### config.mk
export PLATFORM = sky130hd
export DESIGN_NAME = xlate_cache
export DESIGN_NICKNAME = d
export VERILOG_FILES = /design/src/rtl/xlate_pkg.sv /design/src/rtl/xlate_store.sv /design/src/rtl/xlate_match.sv /design/src/rtl/xlate_victim.sv /design/src/rtl/xlate_cache.sv
export SDC_FILE = /design/constraint.sdc
export NUM_CORES = 1
export LEC_CHECK = 0
export ABC_AREA = 1
export CAP_MARGIN = 10
export CORE_MARGIN = 5
export CORE_UTILIZATION = 30
export CTS_CLUSTER_SIZE = 14
export DETAILED_ROUTE_END_ITERATION = 7
export GPL_TIMING_DRIVEN = 0
export MAX_ROUTING_LAYER = met4
export PLACE_DENSITY_LB_ADDON = 0.05
export SYNTH_ARGS = -nofsm -noshare
export SYNTH_HDL_FRONTEND = slang
export SYNTH_HIERARCHICAL = 1
export SYNTH_SLANG_ARGS = --single-unit
### constraint.sdc
create_clock -name clk -period 2.45 [get_ports clk]
set_clock_uncertainty 0.1 [all_clocks]
set_input_delay 0.3675 -clock clk [delete_from_list [all_inputs] [get_ports clk]]
set_output_delay 0.3675 -clock clk [all_outputs]
set_load 0.01 [all_outputs]
### src/rtl/xlate_pkg.sv
package xlate_pkg;
    localparam int ADDR_W  = 32;
    localparam int SMALL_SH = 12;
    localparam int LARGE_SH = 22;
    localparam int PN_W    = ADDR_W - SMALL_SH;
    localparam int LTAG_W  = ADDR_W - LARGE_SH;

    typedef struct packed {
        logic            valid;
        logic            big;
        logic            usr;
        logic            wr;
        logic [PN_W-1:0] vpn;
        logic [PN_W-1:0] pfn;
    } slot_t;

    typedef enum logic [0:0] {
        ST_READY = 1'b0,
        ST_WAIT  = 1'b1
    } ctl_state_e;
endpackage

### src/rtl/xlate_store.sv
module xlate_store #(
    parameter int ENTRIES = 4,
    localparam int IDX_W = $clog2(ENTRIES)
) (
    input  logic                                 clk,
    input  logic                                 rst_n,
    input  logic                                 flush,
    input  logic                                 fill_we,
    input  logic [IDX_W-1:0]                     fill_idx,
    input  xlate_pkg::slot_t                     fill_slot,
    output xlate_pkg::slot_t [ENTRIES-1:0]       slots,
    output logic [ENTRIES-1:0]                   vld
);
    xlate_pkg::slot_t [ENTRIES-1:0] slot_q;

    for (genvar g = 0; g < ENTRIES; g++) begin : g_slot
        always_ff @(posedge clk) begin
            if (!rst_n) begin
                slot_q[g] <= '0;
            end else if (flush) begin
                slot_q[g].valid <= 1'b0;
            end else if (fill_we && fill_idx == IDX_W'(g)) begin
                slot_q[g] <= fill_slot;
            end
        end
        assign vld[g] = slot_q[g].valid;
    end

    assign slots = slot_q;

    p_flush_empties_r7: assert property (@(posedge clk) disable iff (!rst_n)
        flush |=> (vld == '0));

    p_fill_dropped_r8: assert property (@(posedge clk) disable iff (!rst_n)
        (flush && fill_we) |=> !(|vld));
endmodule

### src/rtl/xlate_match.sv
module xlate_match #(
    parameter int ENTRIES = 4
) (
    input  xlate_pkg::slot_t [ENTRIES-1:0]       slots,
    input  logic [xlate_pkg::ADDR_W-1:0]         vaddr,
    output logic                                 any_hit,
    output xlate_pkg::slot_t                     hit_slot
);
    import xlate_pkg::*;
    localparam int LOW_SKIP = LARGE_SH - SMALL_SH;

    logic [ENTRIES-1:0] hit_vec;

    for (genvar g = 0; g < ENTRIES; g++) begin : g_cmp
        logic tag_ok;
        always_comb begin
            if (slots[g].big)
                tag_ok = (slots[g].vpn[PN_W-1:LOW_SKIP] == vaddr[ADDR_W-1:LARGE_SH]);
            else
                tag_ok = (slots[g].vpn == vaddr[ADDR_W-1:SMALL_SH]);
        end
        assign hit_vec[g] = slots[g].valid && tag_ok;
    end

    always_comb begin
        hit_slot = '0;
        for (int i = ENTRIES - 1; i >= 0; i--) begin
            if (hit_vec[i]) hit_slot = slots[i];
        end
    end

    assign any_hit = |hit_vec;
endmodule

### src/rtl/xlate_victim.sv
module xlate_victim #(
    parameter int ENTRIES = 4,
    localparam int IDX_W = $clog2(ENTRIES)
) (
    input  logic               clk,
    input  logic               rst_n,
    input  logic               flush,
    input  logic               fill_we,
    input  logic [ENTRIES-1:0] vld,
    output logic [IDX_W-1:0]   idx
);
    logic [IDX_W-1:0] ptr_q;
    logic             full;

    assign full = &vld;

    always_comb begin
        idx = ptr_q;
        for (int i = ENTRIES - 1; i >= 0; i--) begin
            if (!vld[i]) idx = IDX_W'(i);
        end
    end

    always_ff @(posedge clk) begin
        if (!rst_n || flush)
            ptr_q <= '0;
        else if (fill_we && full)
            ptr_q <= ptr_q + 1'b1;
    end

    p_rr_step_r9: assert property (@(posedge clk) disable iff (!rst_n)
        (fill_we && full && !flush) |=> (ptr_q == $past(ptr_q) + 1'b1));

    p_rr_reset_r9: assert property (@(posedge clk) disable iff (!rst_n)
        flush |=> (ptr_q == '0));
endmodule

### src/rtl/xlate_cache.sv
module xlate_cache #(
    parameter int ENTRIES = 4,
    localparam int IDX_W = $clog2(ENTRIES)
) (
    input  logic        clk,
    input  logic        rst_n,
    input  logic        lk_valid,
    input  logic [31:0] lk_vaddr,
    input  logic        lk_user,
    input  logic        lk_write,
    output logic        rdy,
    output logic        res_valid,
    output logic        res_hit,
    output logic        res_miss,
    output logic        res_fault,
    output logic [31:0] res_paddr,
    input  logic        fill_valid,
    input  logic [19:0] fill_vpn,
    input  logic [19:0] fill_pfn,
    input  logic        fill_big,
    input  logic        fill_usr,
    input  logic        fill_wr,
    input  logic        base_wr
);
    import xlate_pkg::*;

    ctl_state_e          st_q, st_d;
    slot_t [ENTRIES-1:0] slots;
    logic [ENTRIES-1:0]  vld;
    logic [IDX_W-1:0]    fill_idx;
    slot_t               fill_slot, hit_slot;
    logic                any_hit, accept, dec_hit, dec_fault, dec_miss;
    logic [31:0]         dec_paddr;

    assign fill_slot = '{valid: 1'b1, big: fill_big, usr: fill_usr,
                         wr: fill_wr, vpn: fill_vpn, pfn: fill_pfn};

    xlate_store #(.ENTRIES(ENTRIES)) u_store (
        .clk(clk), .rst_n(rst_n), .flush(base_wr), .fill_we(fill_valid),
        .fill_idx(fill_idx), .fill_slot(fill_slot), .slots(slots), .vld(vld));

    xlate_victim #(.ENTRIES(ENTRIES)) u_victim (
        .clk(clk), .rst_n(rst_n), .flush(base_wr), .fill_we(fill_valid),
        .vld(vld), .idx(fill_idx));

    xlate_match #(.ENTRIES(ENTRIES)) u_match (
        .slots(slots), .vaddr(lk_vaddr), .any_hit(any_hit), .hit_slot(hit_slot));

    // Lookup decision: flush in the same cycle forces a miss.
    always_comb begin
        accept    = lk_valid && (st_q == ST_READY);
        dec_miss  = accept && (!any_hit || base_wr);
        dec_fault = accept && !dec_miss &&
                    ((lk_user && !hit_slot.usr) || (lk_write && !hit_slot.wr));
        dec_hit   = accept && !dec_miss && !dec_fault;
        if (hit_slot.big)
            dec_paddr = {hit_slot.pfn[PN_W-1:LARGE_SH-SMALL_SH], lk_vaddr[LARGE_SH-1:0]};
        else
            dec_paddr = {hit_slot.pfn, lk_vaddr[SMALL_SH-1:0]};
    end

    // Next-state logic.
    always_comb begin
        st_d = st_q;
        unique case (st_q)
            ST_READY: if (dec_miss)   st_d = ST_WAIT;   // miss_seen
            ST_WAIT:  if (fill_valid) st_d = ST_READY;  // walk_done
            default:                  st_d = ST_READY;
        endcase
    end

    // State register.
    always_ff @(posedge clk) begin
        if (!rst_n) st_q <= ST_READY;
        else        st_q <= st_d;
    end

    // Output register.
    always_ff @(posedge clk) begin
        if (!rst_n) begin
            res_valid <= 1'b0;
            res_hit   <= 1'b0;
            res_miss  <= 1'b0;
            res_fault <= 1'b0;
            res_paddr <= '0;
        end else begin
            res_valid <= accept;
            res_hit   <= dec_hit;
            res_miss  <= dec_miss;
            res_fault <= dec_fault;
            res_paddr <= dec_hit ? dec_paddr : '0;
        end
    end

    assign rdy = (st_q == ST_READY);

    p_one_flag_r2: assert property (@(posedge clk) disable iff (!rst_n)
        res_valid |-> ($countones({res_hit, res_miss, res_fault}) == 1));

    p_quiet_r2: assert property (@(posedge clk) disable iff (!rst_n)
        !res_valid |-> !(res_hit || res_miss || res_fault));

    p_miss_waits_r6: assert property (@(posedge clk) disable iff (!rst_n)
        res_miss |-> (st_q == ST_WAIT));

    p_wait_silent_r6: assert property (@(posedge clk) disable iff (!rst_n)
        (st_q == ST_WAIT) |=> !res_valid);

    p_fault_no_walk_r5: assert property (@(posedge clk) disable iff (!rst_n)
        res_fault |-> (st_q == ST_READY));
endmodule

* Word-level counts from Yosys, hierarchy flattened
Index checks and enable logic that the tools add are counted.
W data, S select, Z words.
** Storage, ports and cells
- Output and inout port bits :: 37
- Logic and storage cells :: 96
- Bits of input ports :: 82
- Register bits after elaboration :: 215
** Cells by class
- Reductions and logical operators :: 34
- Bitwise logic cells :: 3
- Multiplexer cells :: 16
- $add $sub $neg :: 1
- Equality and inequality tests :: 11
** Operators by type and width (count)
- $mux W43 :: 4
- $eq A20 B20 Y1 :: 4
- $eq A10 B10 Y1 :: 4
- $mux W22 :: 1
- $logic_and A1 B1 Y1 :: 16
- $reduce_and A2 Y1 :: 5
- $mux W2 :: 4
- $logic_not A1 Y1 :: 6
- $mux W1 :: 6
- $eq A2 B2 Y1 const B :: 2
- $reduce_and A4 Y1 :: 1
- $reduce_or A4 Y1 :: 1
- $logic_or A1 B1 Y1 :: 3
- $not A1 Y1 :: 3
- $add A2 B1 Y2 const B :: 1
- $eq A2 B1 Y1 const B :: 1
- $logic_not A2 Y1 :: 1
- $pmux W1 S2 :: 1
- $reduce_or A2 Y1 :: 1

* Logic depth before layout (Yosys ltp)
- Depth in word-level cells :: 14
- Depth in mapped cells :: 23

* Cells and area by module
The synthesis kept the hierarchy.
** Modules (own cells, without submodules)
- xlate_store :: times used 1, area each 7083.0 um2, cells each 1052, sequential area each 3523.4 um2
- xlate_match :: times used 1, area each 3405.8 um2, cells each 750, sequential area each 0.0 um2
- xlate_cache :: times used 1, area each 1231.2 um2, cells each 136, sequential area each 740.7 um2
- xlate_victim :: times used 1, area each 145.1 um2, cells each 24, sequential area each 40.0 um2

* Least setup slack after synthesis
No wires, ideal clock.
- Kind :: input -> register
- Start point :: in lk_vaddr[22]
- End point :: reg res_paddr[20]
- Required time :: 2.231 ns
- Path slack :: 0.196 ns
- Stages on the path :: 17
- Setup time :: 0.119 ns
- Arrival :: 2.035 ns
- Cell sequence :: buf_4 -> xor2_1 -> nor3_1 -> nand3_1 -> a21oi_2 -> buf_4 -> buf_4 -> nor2_1 -> nand2_1 -> nand2_1 -> inv_1 -> nand2_1 -> nand2_1 -> inv_1 -> nand2_4 -> buf_6 -> nor2_2
** RTL lines
- start, declared :: RTL line xlate_cache.sv:8 : input logic [31:0] lk_vaddr,
- end signal, assigned :: RTL line xlate_cache.sv:91 : res_paddr <= dec_hit ? dec_paddr : '0;
- end, declared :: RTL line xlate_cache.sv:16 : output logic [31:0] res_paddr,

* Worst setup path after layout
- Start point :: reg u_store.slot_q (netlist bit u_store/slots[37])
- End point :: reg res_paddr[16]
** On the way
- Cells in the longest elaborated chain, start to end :: 13
- Elaborated cells on any way between the ends :: 21
- Those cells by class :: eq/ne: 2; mux: 3; reduce/logical: 16
** RTL lines
- start, declared :: RTL line xlate_store.sv:14 : xlate_pkg::slot_t [ENTRIES-1:0] slot_q;
- start signal, assigned by index :: RTL line xlate_store.sv:23 : slot_q[g] <= fill_slot;
- $eq A20 B20 Y1 / $eq A10 B10 Y1 (equally long branches) :: RTL line xlate_match.sv:20, xlate_match.sv:18
- $mux W1 (*) :: RTL line xlate_match.sv:17 : if (slots[g].big)
- $logic_and A1 B1 Y1 (*) :: RTL line xlate_match.sv:22 : assign hit_vec[g] = slots[g].valid && tag_ok;
- $reduce_or A4 Y1 (*) :: RTL line xlate_match.sv:32 : assign any_hit = |hit_vec;
- net any_hit :: RTL line xlate_cache.sv:32 : logic any_hit, accept, dec_hit, dec_fault, dec_miss;
- $logic_not A1 Y1 (*) :: RTL line xlate_cache.sv:52 : dec_miss = accept && (!any_hit || base_wr);
- $logic_or A1 B1 Y1 (*) :: RTL line xlate_cache.sv:52
- $logic_and A1 B1 Y1 (*) :: RTL line xlate_cache.sv:52
- $logic_not A1 Y1 (*) :: RTL line xlate_cache.sv:53, xlate_cache.sv:55
- $logic_and A1 B1 Y1 (*) :: RTL line xlate_cache.sv:53, xlate_cache.sv:55
- $logic_and A1 B1 Y1 :: RTL line xlate_cache.sv:53 : dec_fault = accept && !dec_miss &&
- $logic_not A1 Y1 :: RTL line xlate_cache.sv:55 : dec_hit = accept && !dec_miss && !dec_fault;
- $logic_and A1 B1 Y1 (*) :: RTL line xlate_cache.sv:55
- $reduce_and A2 Y1 (no line) (*)
Mark *: on every way through the listed nets, which the timed path passes. The rest lies on a longest branch.
A chain may end at the register's enable or synchronous reset.

==> summary.txt <==
CP Capture Type -> register
Fin crit period -> 2.39 ns
Worst r2r src -> u_store/slots[37]$_SDFFE_PN0P_
Pwr Density -> 591 nW/um^2
Initial DRC Count -> 510
Hold_buf cts -> 0
Critical path arrival -> 2.77 ns
Core Util, Final -> 0.384
Slew @ Worst Pin -> 0.891 ns
Routed length per instance -> 16.6 um
Pleak -> 6.40 nW
Critical-path top delay cell -> dfxtp_1
CTS root buf -> clkbuf_16
Clock buffer depth -> 3
H-tree depth -> 1
Drt total wl -> 39.9 mm
Hold Crit Start -> lk_vaddr[9]
Worst setup SP type -> register
MaxCap Viol Count -> 0
Inst Count DP -> 2,341
DIE HEIGHT -> 201 um
Area grow syn2layout -> 27.2%
Hold Path Depth -> 3
Unrepaired setup endpoints after global routing -> yes
Antenna Cells -> 0
Max-slew violation count -> 0
CTS tree -> built
Starting Density -> 0.302
Num CTS Buffers -> 27
Netlist Area Pre-Place -> 11,000 um^2
IO Pins -> 119
Via density -> 4.46
Antenna-violating nets left -> 0
Fmax -> 0.418 GHz
Cell Count, Final, Fillers Out -> 2,402
Final Cycle Share -> 0.976
Remaining global-route overflow -> 0
Hold Path End -> res_paddr[9]$_SDFF_PN0_
HP Class -> in2reg
Gr usage total -> 0.195
Reg clk slew, reported paths -> 0.06 ns
Reg-to-reg critical path endpoint -> res_paddr[16]$_SDFF_PN0_
Global-route wire length before repair -> 60.4 mm
Share of layout cells above drive strength 1 -> 0.125
Maximum VDD drop -> 0.000607 V
Synth warnings -> 6
Register area -> 4310 um^2
# clock sinks -> 215
Register-to-Register Path Depth -> 12
Worst setup margin -> 0.0592 ns
Final setup vio count -> 0
DRC viols -> 0
Setup WS pre-CTS -> -1.22 ns
Vias in the first global route -> 10,000
IO Port Bufs -> 117
DR pass1 iterations -> 5
Clk_lat worst skew -> 0.55 ns
Status -> finished clean
CP Max Fanout -> 8
Largest net degree at the start of global routing -> 14
Nets@finish -> 1,998
Flop-to-flop setup slack -> 0.06 ns
Die area -> 40,500 um^2
Die width -> 201 um
Area of the multi-input gates -> 5460 um^2
Worst-path cell chain -> xor2_1, nor3_2, nand3_2, a21oi_4, buf_6, nor2_1, nand3b_1, nand2_2, nor2_4, nand2_8, buf_12, nor2_4
Post-Synthesis Cells -> 1,753
Final hold violation count -> 0
DP HPWL -> 28.7 mm
CP Class -> reg2reg
# rows -> 70
CP peak stage delay -> 0.32 ns
Initial antenna violation count -> 0
Required @ worst endpoint -> 2.83 ns
GPL Wtd Cong -> 0.860
Core area -> 36,300 um^2
Fill cells -> 3,995
Vias -> 10,700
Slew HR -> 0.406
Cell mode on critical path -> nor2_4
Syn_area_per_cell -> 6.26 um^2
==> power breakdown <==
part | internal, mW | leakage, nW | switching, mW
Combinational | 0.274 | 4.23 | 0.484
Sequential | 3.56 | 1.75 | 0.0371
Clock | 2.30 | 0.422 | 1.60
Total | 6.13 | 6.40 | 2.12
==> per-layer routing <==
metal / wire length [um] / global-route usage / up-vias
li1: - / - / 5571
met2: 18800 / 0.328 / 204
met5: 0 / - / -
met3: 1610 / 0.0232 / 51
met1: 18700 / 0.254 / 4889
met4: 820 / 0.0430 / 0
==> area by class of cell <==
class | count | share of cell area
inverters | 218 | 0.0586
clock inverters | 7 | 0.00457
plain buffers | 102 | 0.0443
well taps | 468 | 0.0419
repair buffers | 132 | 0.0949
multi-input cells | 1220 | 0.391
flip-flops and latches | 215 | 0.309
clock buffers | 40 | 0.0562
==> cells in the final DEF (no fill, tap or decap), drive strengths merged, types with 6 or more instances in the layout <==
| cell | instances |
|---|---|
| xor2 | 13 |
| nor2 | 469 |
| xnor2 | 15 |
| clkbuf | 79 |
| dlygate4sd2 | 11 |
| clkdlybuf4s50 | 98 |
| inv | 217 |
| buf | 82 |
| dfxtp | 215 |
| nand3 | 105 |
| a21oi | 6 |
| a21boi | 14 |
| nand4 | 47 |
| clkinv | 7 |
| o21ai | 17 |
| nand2 | 514 |
==> how the worst max path moves through the flow <==
| stage | start | end | slack [ns] |
|---|---|---|---|
| detailed placement | lk_vaddr[12] | res_paddr[16]$_SDFF_PN0_ | -1.22 |
| global placement | lk_vaddr[12] | res_paddr[16]$_SDFF_PN0_ | -1.26 |
| CTS | u_store/slots[111]$_SDFFE_PN0P_ | res_paddr[16]$_SDFF_PN0_ | -0.04 |
| global route | u_store/slots[27]$_SDFFE_PN0P_ | res_paddr[15]$_SDFF_PN0_ | -0.08 |
| floorplan | lk_vaddr[22] | res_paddr[20]$_SDFF_PN0_ | 0.25 |
| finish | u_store/slots[37]$_SDFFE_PN0P_ | res_paddr[16]$_SDFF_PN0_ | 0.06 |
==> state kept, by name, indices dropped and copies added (netlist names) <==
name	flops
res_hit	1
st_q	1
res_fault	1
res_paddr	32
res_valid	1
u_store/slots	176
res_miss	1
u_victim/ptr_q	2
==> worst max-delay path: cells and delay by family (launching register included) <==
family	cells	cell delay, ns
compound gates	1	0.19
xor+xnor	1	0.15
flops	1	0.32
simple gates	8	1.24
buf+inv	2	0.32
==> metrics by stage <==
step           TNS (ns)  cell area (um^2)  power, mW  hold WS [ns]
2_1_floorplan         0             11000       4.06         0.333
3_3_place_gp     -66.37             12700       4.43         0.362
3_5_place_dp     -65.90             12700       4.43         0.373
4_1_cts         -0.0396             13700       8.38         0.211
5_1_grt           -1.91             14000       8.60         0.224
6_report              0             14000       8.25         0.239
==> what timing repair did <==
item,CTS,global route
resized for setup,49,67
gates cloned,0,3
setup buffers,7,5
endpoints found under the setup margin,143,115
pin swaps,5,28
Note: power is estimated with default switching activity, not from simulation.
